[src/rtl/fetch_pkg.sv]
package fetch_pkg;
  localparam int B1_SEL_W = 3;
  localparam int UADDR_W  = 8;
  localparam int CTL_W    = 10;

  localparam logic [B1_SEL_W-1:0] B1_NONE = 3'd0;
  localparam logic [B1_SEL_W-1:0] B1_PC   = 3'd1;
  localparam logic [B1_SEL_W-1:0] B1_MAR  = 3'd2;
  localparam logic [B1_SEL_W-1:0] B1_MBR  = 3'd3;
  localparam logic [B1_SEL_W-1:0] B1_IR   = 3'd4;

  typedef struct packed {
    logic [B1_SEL_W-1:0] b1Sel;
    logic fourToB2;
    logic mbrToB2;
    logic ldMar;
    logic ldPc;
    logic ldIr;
    logic aluAdd;
    logic aluTra1;
    logic aluTra2;
    logic memRd;
  } strobe_t;

  typedef enum logic [1:0] {
    COND_NEVER  = 2'd0,
    COND_ALWAYS = 2'd1,
    COND_EXEC   = 2'd2,
    COND_EXEC_N = 2'd3
  } cond_e;

  typedef struct packed {
    strobe_t             st;
    cond_e               cond;
    logic [UADDR_W-1:0]  nextTaken;
    logic [UADDR_W-1:0]  nextSeq;
  } uword_t;
endpackage

[src/rtl/fetch_useq.sv]
module fetch_useq
  import fetch_pkg::*;
#(
  parameter logic [UADDR_W-1:0] FETCH_ENTRY  = 8'h00,
  parameter logic [UADDR_W-1:0] DECODE_ENTRY = 8'h40
) (
  input  logic               clk,
  input  logic               rstN,
  input  logic               execDone,
  output strobe_t            strobes,
  output logic [UADDR_W-1:0] uAddr
);
  localparam logic [UADDR_W-1:0] PH1 = FETCH_ENTRY;
  localparam logic [UADDR_W-1:0] PH2 = FETCH_ENTRY + 8'd1;
  localparam logic [UADDR_W-1:0] PH3 = FETCH_ENTRY + 8'd2;
  localparam logic [UADDR_W-1:0] PH4 = FETCH_ENTRY + 8'd3;

  logic [UADDR_W-1:0] uPc;
  uword_t             word;
  logic               taken;

  // Micro-memory, read combinationally from the micro-address register.
  always_comb begin
    word           = '0;
    word.cond      = COND_ALWAYS;
    word.nextTaken = FETCH_ENTRY;
    word.nextSeq   = FETCH_ENTRY;
    case (uPc)
      PH1: begin
        word.st.b1Sel   = B1_PC;
        word.st.aluTra1 = 1'b1;
        word.st.ldMar   = 1'b1;
        word.st.memRd   = 1'b1;
        word.cond       = COND_NEVER;
        word.nextTaken  = PH2;
        word.nextSeq    = PH2;
      end
      PH2: begin
        word.st.b1Sel    = B1_PC;
        word.st.fourToB2 = 1'b1;
        word.st.aluAdd   = 1'b1;
        word.st.ldPc     = 1'b1;
        word.cond        = COND_NEVER;
        word.nextTaken   = PH3;
        word.nextSeq     = PH3;
      end
      PH3: begin
        word.st.mbrToB2 = 1'b1;
        word.st.aluTra2 = 1'b1;
        word.st.ldIr    = 1'b1;
        word.cond       = COND_NEVER;
        word.nextTaken  = PH4;
        word.nextSeq    = PH4;
      end
      PH4: begin
        word.cond      = COND_NEVER;
        word.nextTaken = DECODE_ENTRY;
        word.nextSeq   = DECODE_ENTRY;
      end
      DECODE_ENTRY: begin
        word.cond      = COND_EXEC;
        word.nextTaken = FETCH_ENTRY;
        word.nextSeq   = DECODE_ENTRY;
      end
      default: ;
    endcase
  end

  always_comb begin
    case (word.cond)
      COND_ALWAYS: taken = 1'b1;
      COND_EXEC:   taken = execDone;
      COND_EXEC_N: taken = ~execDone;
      default:     taken = 1'b0;
    endcase
  end

  always_ff @(posedge clk) begin
    if (!rstN) uPc <= FETCH_ENTRY;
    else       uPc <= taken ? word.nextTaken : word.nextSeq;
  end

  assign strobes = word.st;
  assign uAddr   = uPc;

  a_r2_ph1_to_ph2: assert property (@(posedge clk) disable iff (!rstN)
    (uPc == PH1) |=> (uPc == PH2));
  a_r8_ph3_to_ph4: assert property (@(posedge clk) disable iff (!rstN)
    (uPc == PH3) |=> (uPc == PH4));
  a_r7_enter_decode: assert property (@(posedge clk) disable iff (!rstN)
    (uPc == PH4) |=> (uPc == DECODE_ENTRY));
  a_r7_wait: assert property (@(posedge clk) disable iff (!rstN)
    (uPc == DECODE_ENTRY && !execDone) |=> (uPc == DECODE_ENTRY));
  a_r7_resume: assert property (@(posedge clk) disable iff (!rstN)
    (uPc == DECODE_ENTRY && execDone) |=> (uPc == FETCH_ENTRY));
endmodule

[src/rtl/fetch_regs.sv]
module fetch_regs
  import fetch_pkg::*;
#(
  parameter int                DATA_W     = 16,
  parameter logic [DATA_W-1:0] RESET_PC   = 16'hFFF0,
  parameter int                NUM_B1_SRC = 7
) (
  input  logic                  clk,
  input  logic                  rstN,
  input  strobe_t               st,
  input  logic [DATA_W-1:0]     memRdData,
  output logic [DATA_W-1:0]     pcOut,
  output logic [DATA_W-1:0]     marOut,
  output logic [DATA_W-1:0]     irOut,
  output logic [NUM_B1_SRC-1:0] b1En
);
  localparam logic [DATA_W-1:0] PC_STEP = DATA_W'(4);

  logic [DATA_W-1:0] pc, mar, mbr, ir;
  logic              rdPending;
  logic [DATA_W-1:0] bus1, bus2, bus3;
  logic [DATA_W-1:0] srcVec [NUM_B1_SRC];

  // Vertical source field decoded to one enable per source.
  for (genvar i = 0; i < NUM_B1_SRC; i++) begin : g_b1
    assign b1En[i] = (st.b1Sel == B1_SEL_W'(i + 1));
    if (i == 0)      begin : g_pc  assign srcVec[i] = pc;  end
    else if (i == 1) begin : g_mar assign srcVec[i] = mar; end
    else if (i == 2) begin : g_mbr assign srcVec[i] = mbr; end
    else if (i == 3) begin : g_ir  assign srcVec[i] = ir;  end
    else             begin : g_nc  assign srcVec[i] = '0;  end
  end

  always_comb begin
    bus1 = '0;
    for (int i = 0; i < NUM_B1_SRC; i++)
      bus1 = bus1 | (srcVec[i] & {DATA_W{b1En[i]}});
  end

  assign bus2 = (st.fourToB2 ? PC_STEP : '0) | (st.mbrToB2 ? mbr : '0);

  always_comb begin
    if (st.aluAdd)       bus3 = bus1 + bus2;
    else if (st.aluTra1) bus3 = bus1;
    else if (st.aluTra2) bus3 = bus2;
    else                 bus3 = '0;
  end

  always_ff @(posedge clk) begin
    if (!rstN) begin
      pc        <= RESET_PC;
      mar       <= '0;
      mbr       <= '0;
      ir        <= '0;
      rdPending <= 1'b0;
    end else begin
      rdPending <= st.memRd;
      if (rdPending) mbr <= memRdData;
      if (st.ldMar)  mar <= bus3;
      if (st.ldPc)   pc  <= bus3;
      if (st.ldIr)   ir  <= bus3;
    end
  end

  assign pcOut  = pc;
  assign marOut = mar;
  assign irOut  = ir;

  a_r6_b1_single: assert property (@(posedge clk) disable iff (!rstN)
    $onehot0(b1En));
  a_r9_b2_single: assert property (@(posedge clk) disable iff (!rstN)
    !(st.fourToB2 && st.mbrToB2));
  a_r3_mar_gets_pc: assert property (@(posedge clk) disable iff (!rstN)
    st.ldMar |=> (mar == $past(pc)));
  a_r4_pc_step: assert property (@(posedge clk) disable iff (!rstN)
    st.ldPc |=> (pc == $past(pc) + PC_STEP));
  a_r7_pc_hold: assert property (@(posedge clk) disable iff (!rstN)
    !st.ldPc |=> $stable(pc));
  a_r5_ir_from_mbr: assert property (@(posedge clk) disable iff (!rstN)
    st.ldIr |=> (ir == $past(mbr)));
endmodule

[src/rtl/fetch_ctrl.sv]
module fetch_ctrl
  import fetch_pkg::*;
#(
  parameter int                 DATA_W       = 16,
  parameter logic [DATA_W-1:0]  RESET_PC     = 16'hFFF0,
  parameter logic [UADDR_W-1:0] FETCH_ENTRY  = 8'h00,
  parameter logic [UADDR_W-1:0] DECODE_ENTRY = 8'h40
) (
  input  logic               clk,
  input  logic               rstN,
  input  logic               execDone,
  input  logic [DATA_W-1:0]  memRdData,
  output logic [DATA_W-1:0]  memAddr,
  output logic               memRead,
  output logic [CTL_W-1:0]   ctlWord,
  output logic [6:0]         b1En,
  output logic [UADDR_W-1:0] uAddr,
  output logic [DATA_W-1:0]  pcOut,
  output logic [DATA_W-1:0]  irOut
);
  strobe_t strobes;

  fetch_useq #(
    .FETCH_ENTRY (FETCH_ENTRY),
    .DECODE_ENTRY(DECODE_ENTRY)
  ) u_useq (
    .clk     (clk),
    .rstN    (rstN),
    .execDone(execDone),
    .strobes (strobes),
    .uAddr   (uAddr)
  );

  fetch_regs #(
    .DATA_W    (DATA_W),
    .RESET_PC  (RESET_PC),
    .NUM_B1_SRC(7)
  ) u_regs (
    .clk      (clk),
    .rstN     (rstN),
    .st       (strobes),
    .memRdData(memRdData),
    .pcOut    (pcOut),
    .marOut   (memAddr),
    .irOut    (irOut),
    .b1En     (b1En)
  );

  assign memRead = strobes.memRd;
  assign ctlWord = {b1En[0], strobes.fourToB2, strobes.mbrToB2, strobes.ldMar,
                    strobes.ldPc, strobes.ldIr, strobes.aluAdd, strobes.aluTra1,
                    strobes.aluTra2, strobes.memRd};
endmodule

[config.mk]
export PLATFORM = sky130hd
export DESIGN_NAME = fetch_ctrl
export DESIGN_NICKNAME = d
export VERILOG_FILES = /design/src/rtl/fetch_pkg.sv /design/src/rtl/fetch_useq.sv /design/src/rtl/fetch_regs.sv /design/src/rtl/fetch_ctrl.sv
export SDC_FILE = /design/constraint.sdc
export NUM_CORES = 1
export LEC_CHECK = 0
export BUFFER_PORTS_ARGS = -buffer_cell sky130_fd_sc_hd__buf_2
export CAP_MARGIN = 25
export CORE_AREA = 2 2 88 90
export CTS_BUF_LIST = sky130_fd_sc_hd__clkbuf_4
export DETAILED_ROUTE_END_ITERATION = 6
export DIE_AREA = 0 0 90 92
export PLACE_DENSITY = 0.85
export SYNTH_ARGS = -nofsm -noshare
export SYNTH_HDL_FRONTEND = slang
export SYNTH_SLANG_ARGS = --single-unit
[constraint.sdc]
create_clock -name clk -period 2.8 [get_ports clk]
set_input_delay 0 -clock clk [delete_from_list [all_inputs] [get_ports clk]]
set_output_delay 0 -clock clk [all_outputs]
set_load 0.03 [all_outputs]
======== Yosys cells after proc, flatten, opt, wreduce, memory -nomap -nowiden ========
Cells that the tools add are included.
storage, ports and cells
  output and inout bits ................... 74
  bits of input ports ..................... 19
  register bits ........................... 73
  logic and storage cells ................. 43
cells by class
  add/subtract/negate cells ............... 1
  multiplexer cells ....................... 11
  equal/unequal tests ..................... 14
  bitwise gates (word level) .............. 9
  reductions and logical operators ........ 2
operators by type and width
  kind                count
  $pmux 18 s5         1
  $and 16x16->16      4
  $or 16x16->16       4
  $mux 16             3
  $add 16x16->16      1
  $eq 8x2->1 const B  2
  $eq 1x3->1 const B  4
  $eq 8x1->1 const B  1
  $eq 8x7->1 const B  1
  $logic_not 8->1     1
  $mux 8              1
  $eq 1x2->1 const B  2
  $eq 2x2->1 const B  2
  $mux 1              4
  $mux 3              1
  $pmux 1 s3          1
  $eq 2x1->1 const B  1
  $reduce_or 2->1     1
  $eq 1x1->1 const B  1
  $not 1->1           1

======== Longest topological paths before layout ========
  depth in word-level cells ............... 10
  mapped depth ............................ 13
  gate-level depth less buffers ........... 11

======== By module ========
A second synthesis with hierarchy kept.
unflattened totals
  cells, all modules ...................... 548
  area total of the unflattened synthesis .. 4536.9 sq um
modules (own cells, without submodules)
  module      cells an instance  seq. area each (sq um)  times used  area each (sq um)
  fetch_regs  515                1301.2                  1           4257.8
  fetch_useq  31                 60.1                    1           264.0
  fetch_ctrl  2                  0.0                     1           15.0

======== Worst setup path before layout ========
Ideal clock, no wire load.
  path type ............................... reg-to-reg
  start point ............................. reg u_useq.uPc[0], in the netlist u_useq.uAddr[0]
  end point ............................... reg u_regs.pc[14], in the netlist u_regs.pcOut[14]
  clock period less this slack ............ 3.056 ns
  stages on the path, launching flop included .. 14
  setup slack ............................. -0.256 ns
  data required time ...................... 2.667 ns
  path buffers ............................ 2
  arrival ................................. 2.924 ns
  path through ............................ dfxtp_1 -> buf_2 -> nor2_1 -> nand2_1 -> buf_1 -> inv_1 -> nand2_1 -> nand2_1 -> ha_1 -> a21o_1 -> a221oi_2 -> o211ai_2 -> a2111oi_2 -> a211oi_1
RTL lines
  element                 line              source
  start, declared         fetch_useq.sv:18  logic [UADDR_W-1:0] uPc;
  start signal, assigned  fetch_useq.sv:80  else uPc <= taken ? word.nextTaken : word.nextSeq;
  end signal, assigned    fetch_regs.sv:60  if (st.ldPc) pc <= bus3;
  end, declared           fetch_regs.sv:19  logic [DATA_W-1:0] pc, mar, mbr, ir;

======== Worst setup path after layout ========
  start point ............................. reg u_useq.uPc[1], in the netlist u_useq.uAddr[1]
  end point ............................... reg u_regs.pc[12], in the netlist u_regs.pcOut[12]
on the way
  longest elaborated chain between the ends .. 10
RTL lines
  element                                               line                                source
  $eq 8x1->1 / $logic_not 8->1 (equally long branches)  fetch_useq.sv:28                    case (uPc)
  $reduce_or 2->1 (no source line)                      -
  $mux 1                                                fetch_useq.sv:28
  $eq 1x2->1 / $eq 1x1->1 (equally long branches)       fetch_regs.sv:26                    assign b1En[i] = (st.b1Sel == B1_SEL_W'(i + 1));
  $and 16x16->16                                        fetch_regs.sv:37                    bus1 = bus1 | (srcVec[i] & {DATA_W{b1En[i]}});
  $or 16x16->16 (3 in series)                           fetch_regs.sv:37
  $add 16x16->16 / $mux 16 (equally long branches)      fetch_regs.sv:43, fetch_regs.sv:44
  $mux 16                                               fetch_regs.sv:43                    if (st.aluAdd) bus3 = bus1 + bus2;
Parallel ways exist; a longest one is shown, timed or not.
A chain may end at the register's enable or synchronous reset.

==> results.md <==
- Diodes inserted: 0
- Final total power: 2.58 mW
- Gr ovfl total: 0
- Initial Utilization: 0.474
- CP Max Fanout: 13
- Fill cells: 676
- CP Launch Type: flop
- Total CTS buffers: 9
- Hold Vio Cnt, Final: 0
- Clk_skew: 0.0183 ns
- Type of the worst setup path: reg2reg
- Max transition margin: 0.368
- Clock network power share: 0.252
- Part of the power in registers: 0.433
- Comb pwr share: 0.316
- EDFF count, synth: 0
- P_sw: 0.966 mW
- Total core area: 7450 um2
- Register area: 1370 um2
- Via count: 3008
- Clock root buffer: clkbuf_4
- Post-Synthesis Cells: 403
- Internal: 1.61 mW
- CP Capture Type: flop
- Die Area: 8280 um2
- IO Pins: 93
- ANT nets after route: 0
- P_leak: 2.02 nW
- Synth Flop Type: dfxtp_1
- Initial antenna violation count: 0
- CP required: 3.14 ns
- Hold Path Cell Cnt: 4
- # DRC: 0
- Worst skew pair latency: 0.43 ns
- First-pass GRT wire length: 13600 um
- Synth warn: 0
- Yosys cell types: 50
- Fmax: 0.380 GHz
- Min Clock Period, post-route: 2.63 ns
- TritonCTS clock tree: yes
- Status: finished clean
- Synthesis-to-finish area growth: 20.6%
- Slew Viols, Final: 0
- Final hold slack: 0.360 ns
- Dpl cells: 561
- Num rows: 32
- Power per cell area: 605 nW/um2
- Peak supply drop: 267 uV
- Switching Fraction: 0.375
- Commonest non-fill, non-tap cell in the layout: buf_2
- Largest net degree at the start of global routing: 66
- Vias in the first global route: 2863
- Area of the multi-input gates: 1960 um2
- Slew at the pin closest to its max-slew limit: 0.946 ns
- CTS Buffer Depth: 2
- Port bufs: 81
- CTS sink cnt: 68
- DR vias/cell: 5.06
- Total track usage: 0.205
- Final WL: 8250 um
- Hold Crit Class: in2reg
- Routed WL per cell: 13.9 um
- TritonRoute pass-1 iters: 4
- Synthesized flop and latch total: 68
- DP HPWL: 5870 um
- Fin cells: 595
- Die Y-Extent: 92 um
- Mean Syn Cell Area: 8.77 um2
- Iteration-0 DRC Markers: 180
- Fin util: 0.572
- Worst Path Arrival: 2.97 ns
- Setup Viol. Count Final: 0
- Synthesized area: 3530 um2
- Async SR Flop Fraction: 0
- Worst reg-to-reg path cell count: 10
- Max_cap viols: 0
- Setup TNS Final: 0 ns
- RSZ-0062 raised after global routing: false
- Final worst-path cycle share: 0.940
- CTS clk-pin slew, worst paths: 0.12 ns
- Share of cells above drive strength 1: 0.237
- Final net count: 523
- Die width: 90 um
- Final GP Congestion: 0.893
- Commonest cells after routing, fill and taps aside: buf_2 (81), dfxtp_1 (65), nand2_1 (59)
- Sequential-to-total area share from yosys stat: 0.385
- H-tree depth: 3
==> cells by family (layout without fill, tap and decap cells) <==
| logic type | count (synthesis) | count (layout) | synth area share |
|---|---|---|---|
| flops | 68 | 68 | 0.385 |
| buf+inv | 48 | 128 | 0.0768 |
| compound gates | 88 | 88 | 0.179 |
| fa+ha+maj | 16 | 16 | 0.0588 |
| simple gates | 154 | 154 | 0.223 |
| other cells | 1 | 11 | 0.00106 |
| xor+xnor | 10 | 10 | 0.0248 |
| mux | 18 | 18 | 0.0510 |
==> cell type report <==
class,instances,share of cell area
clock inverter,7,0.0182
multi-input combinational,297,0.459
inverter,4,0.00352
tap,102,0.0299
timing repair buffer,108,0.153
clock buffer,9,0.0158
sequential,68,0.320
==> state kept, by name, indices dropped and copies added, names as in the netlist <==
signal            cells
u_regs.irOut         16
u_regs.marOut        16
u_regs.mbr           16
u_regs.pcOut         16
u_useq.uAddr          3
u_regs.rdPending      1
==> critical path, cell delays in order, from the launching register on <==
cell,delay [ns]
dfxtp_2,0.45
nor2_1,0.11
and2_1,0.17
ha_1,0.22
fa_1,0.42
a21o_1,0.24
a221oi_4,0.28
buf_4,0.18
nor2_1,0.05
o21a_1,0.18
o311ai_1,0.25
==> through the flow <==
stage / worst slack, ns / cell area (um2)
2_1_floorplan: 0.0197 / 3590
3_3_place_gp: 0.204 / 3930
3_5_place_dp: 0.0559 / 3930
4_1_cts: 0.0458 / 4260
5_1_grt: 0.00823 / 4260
6_report: 0.167 / 4260
==> metal layers <==
| layer | vias to the layer above | part of all wire | global-route usage |
|---|---|---|---|
| li1 | 1546 | - | - |
| met1 | 1353 | 0.48 | 0.266 |
| met2 | 95 | 0.44 | 0.325 |
| met3 | 14 | 0.063 | 0.0501 |
| met4 | 0 | 0.019 | 0.0936 |
| met5 | - | 0 | 0 |
==> path summary, 6_finish.rpt <==
kind | slack, ns | end | start
hold reg to reg | 0.47 | u_regs.marOut[1] | u_regs.marOut[1]
setup / recovery | 0.17 | u_regs.pcOut[12] | u_useq.uAddr[1]
setup reg to reg | 0.17 | u_regs.pcOut[12] | u_useq.uAddr[1]
hold / removal | 0.36 | u_regs.mbr[11] | memRdData[11]
==> what timing repair did <==
| action | in CTS | in global routing |
|---|---|---|
| endpoints found under the hold margin | 20 | 0 |
| setup endpoints to repair | 0 | 5 |
| gates resized for setup | 0 | 2 |
| setup buffers | 0 | 0 |
| hold buffers | 18 | 0 |
==> Yosys cell counts, types with 2 or more instances <==
cell,instances,share of area
nand4_1,3,0.0053
nand3_1,5,0.0071
clkbuf_1,16,0.017
o211ai_1,8,0.017
dfxtp_1,68,0.39
o22a_1,2,0.0050
o21ai_0,9,0.013
nor2_1,13,0.014
buf_4,23,0.049
xor2_1,7,0.017
a21o_1,4,0.0085
inv_1,3,0.0032
and2_1,30,0.053
and3_1,14,0.025
a21boi_0,21,0.045
nor3_1,4,0.0057
nand2_1,59,0.063
xnor2_1,3,0.0074
a211oi_1,2,0.0042
buf_2,4,0.0057
nor2b_1,17,0.030
mux2i_1,18,0.051
a21oi_1,14,0.020
o21a_1,16,0.034
ha_1,15,0.053
==> power groups by stage <==
stage | Sequential, mW | Clock, mW | Combinational, mW
5_1_grt | 1.13 | 0.700 | 0.889
6_report | 1.12 | 0.649 | 0.813
3_5_place_dp | 1.14 | 0 | 0.789
4_1_cts | 1.12 | 0.665 | 0.812
2_1_floorplan | 1.23 | 0 | 0.535
3_3_place_gp | 1.13 | 0 | 0.788
Power figures use the tool's default switching activity.
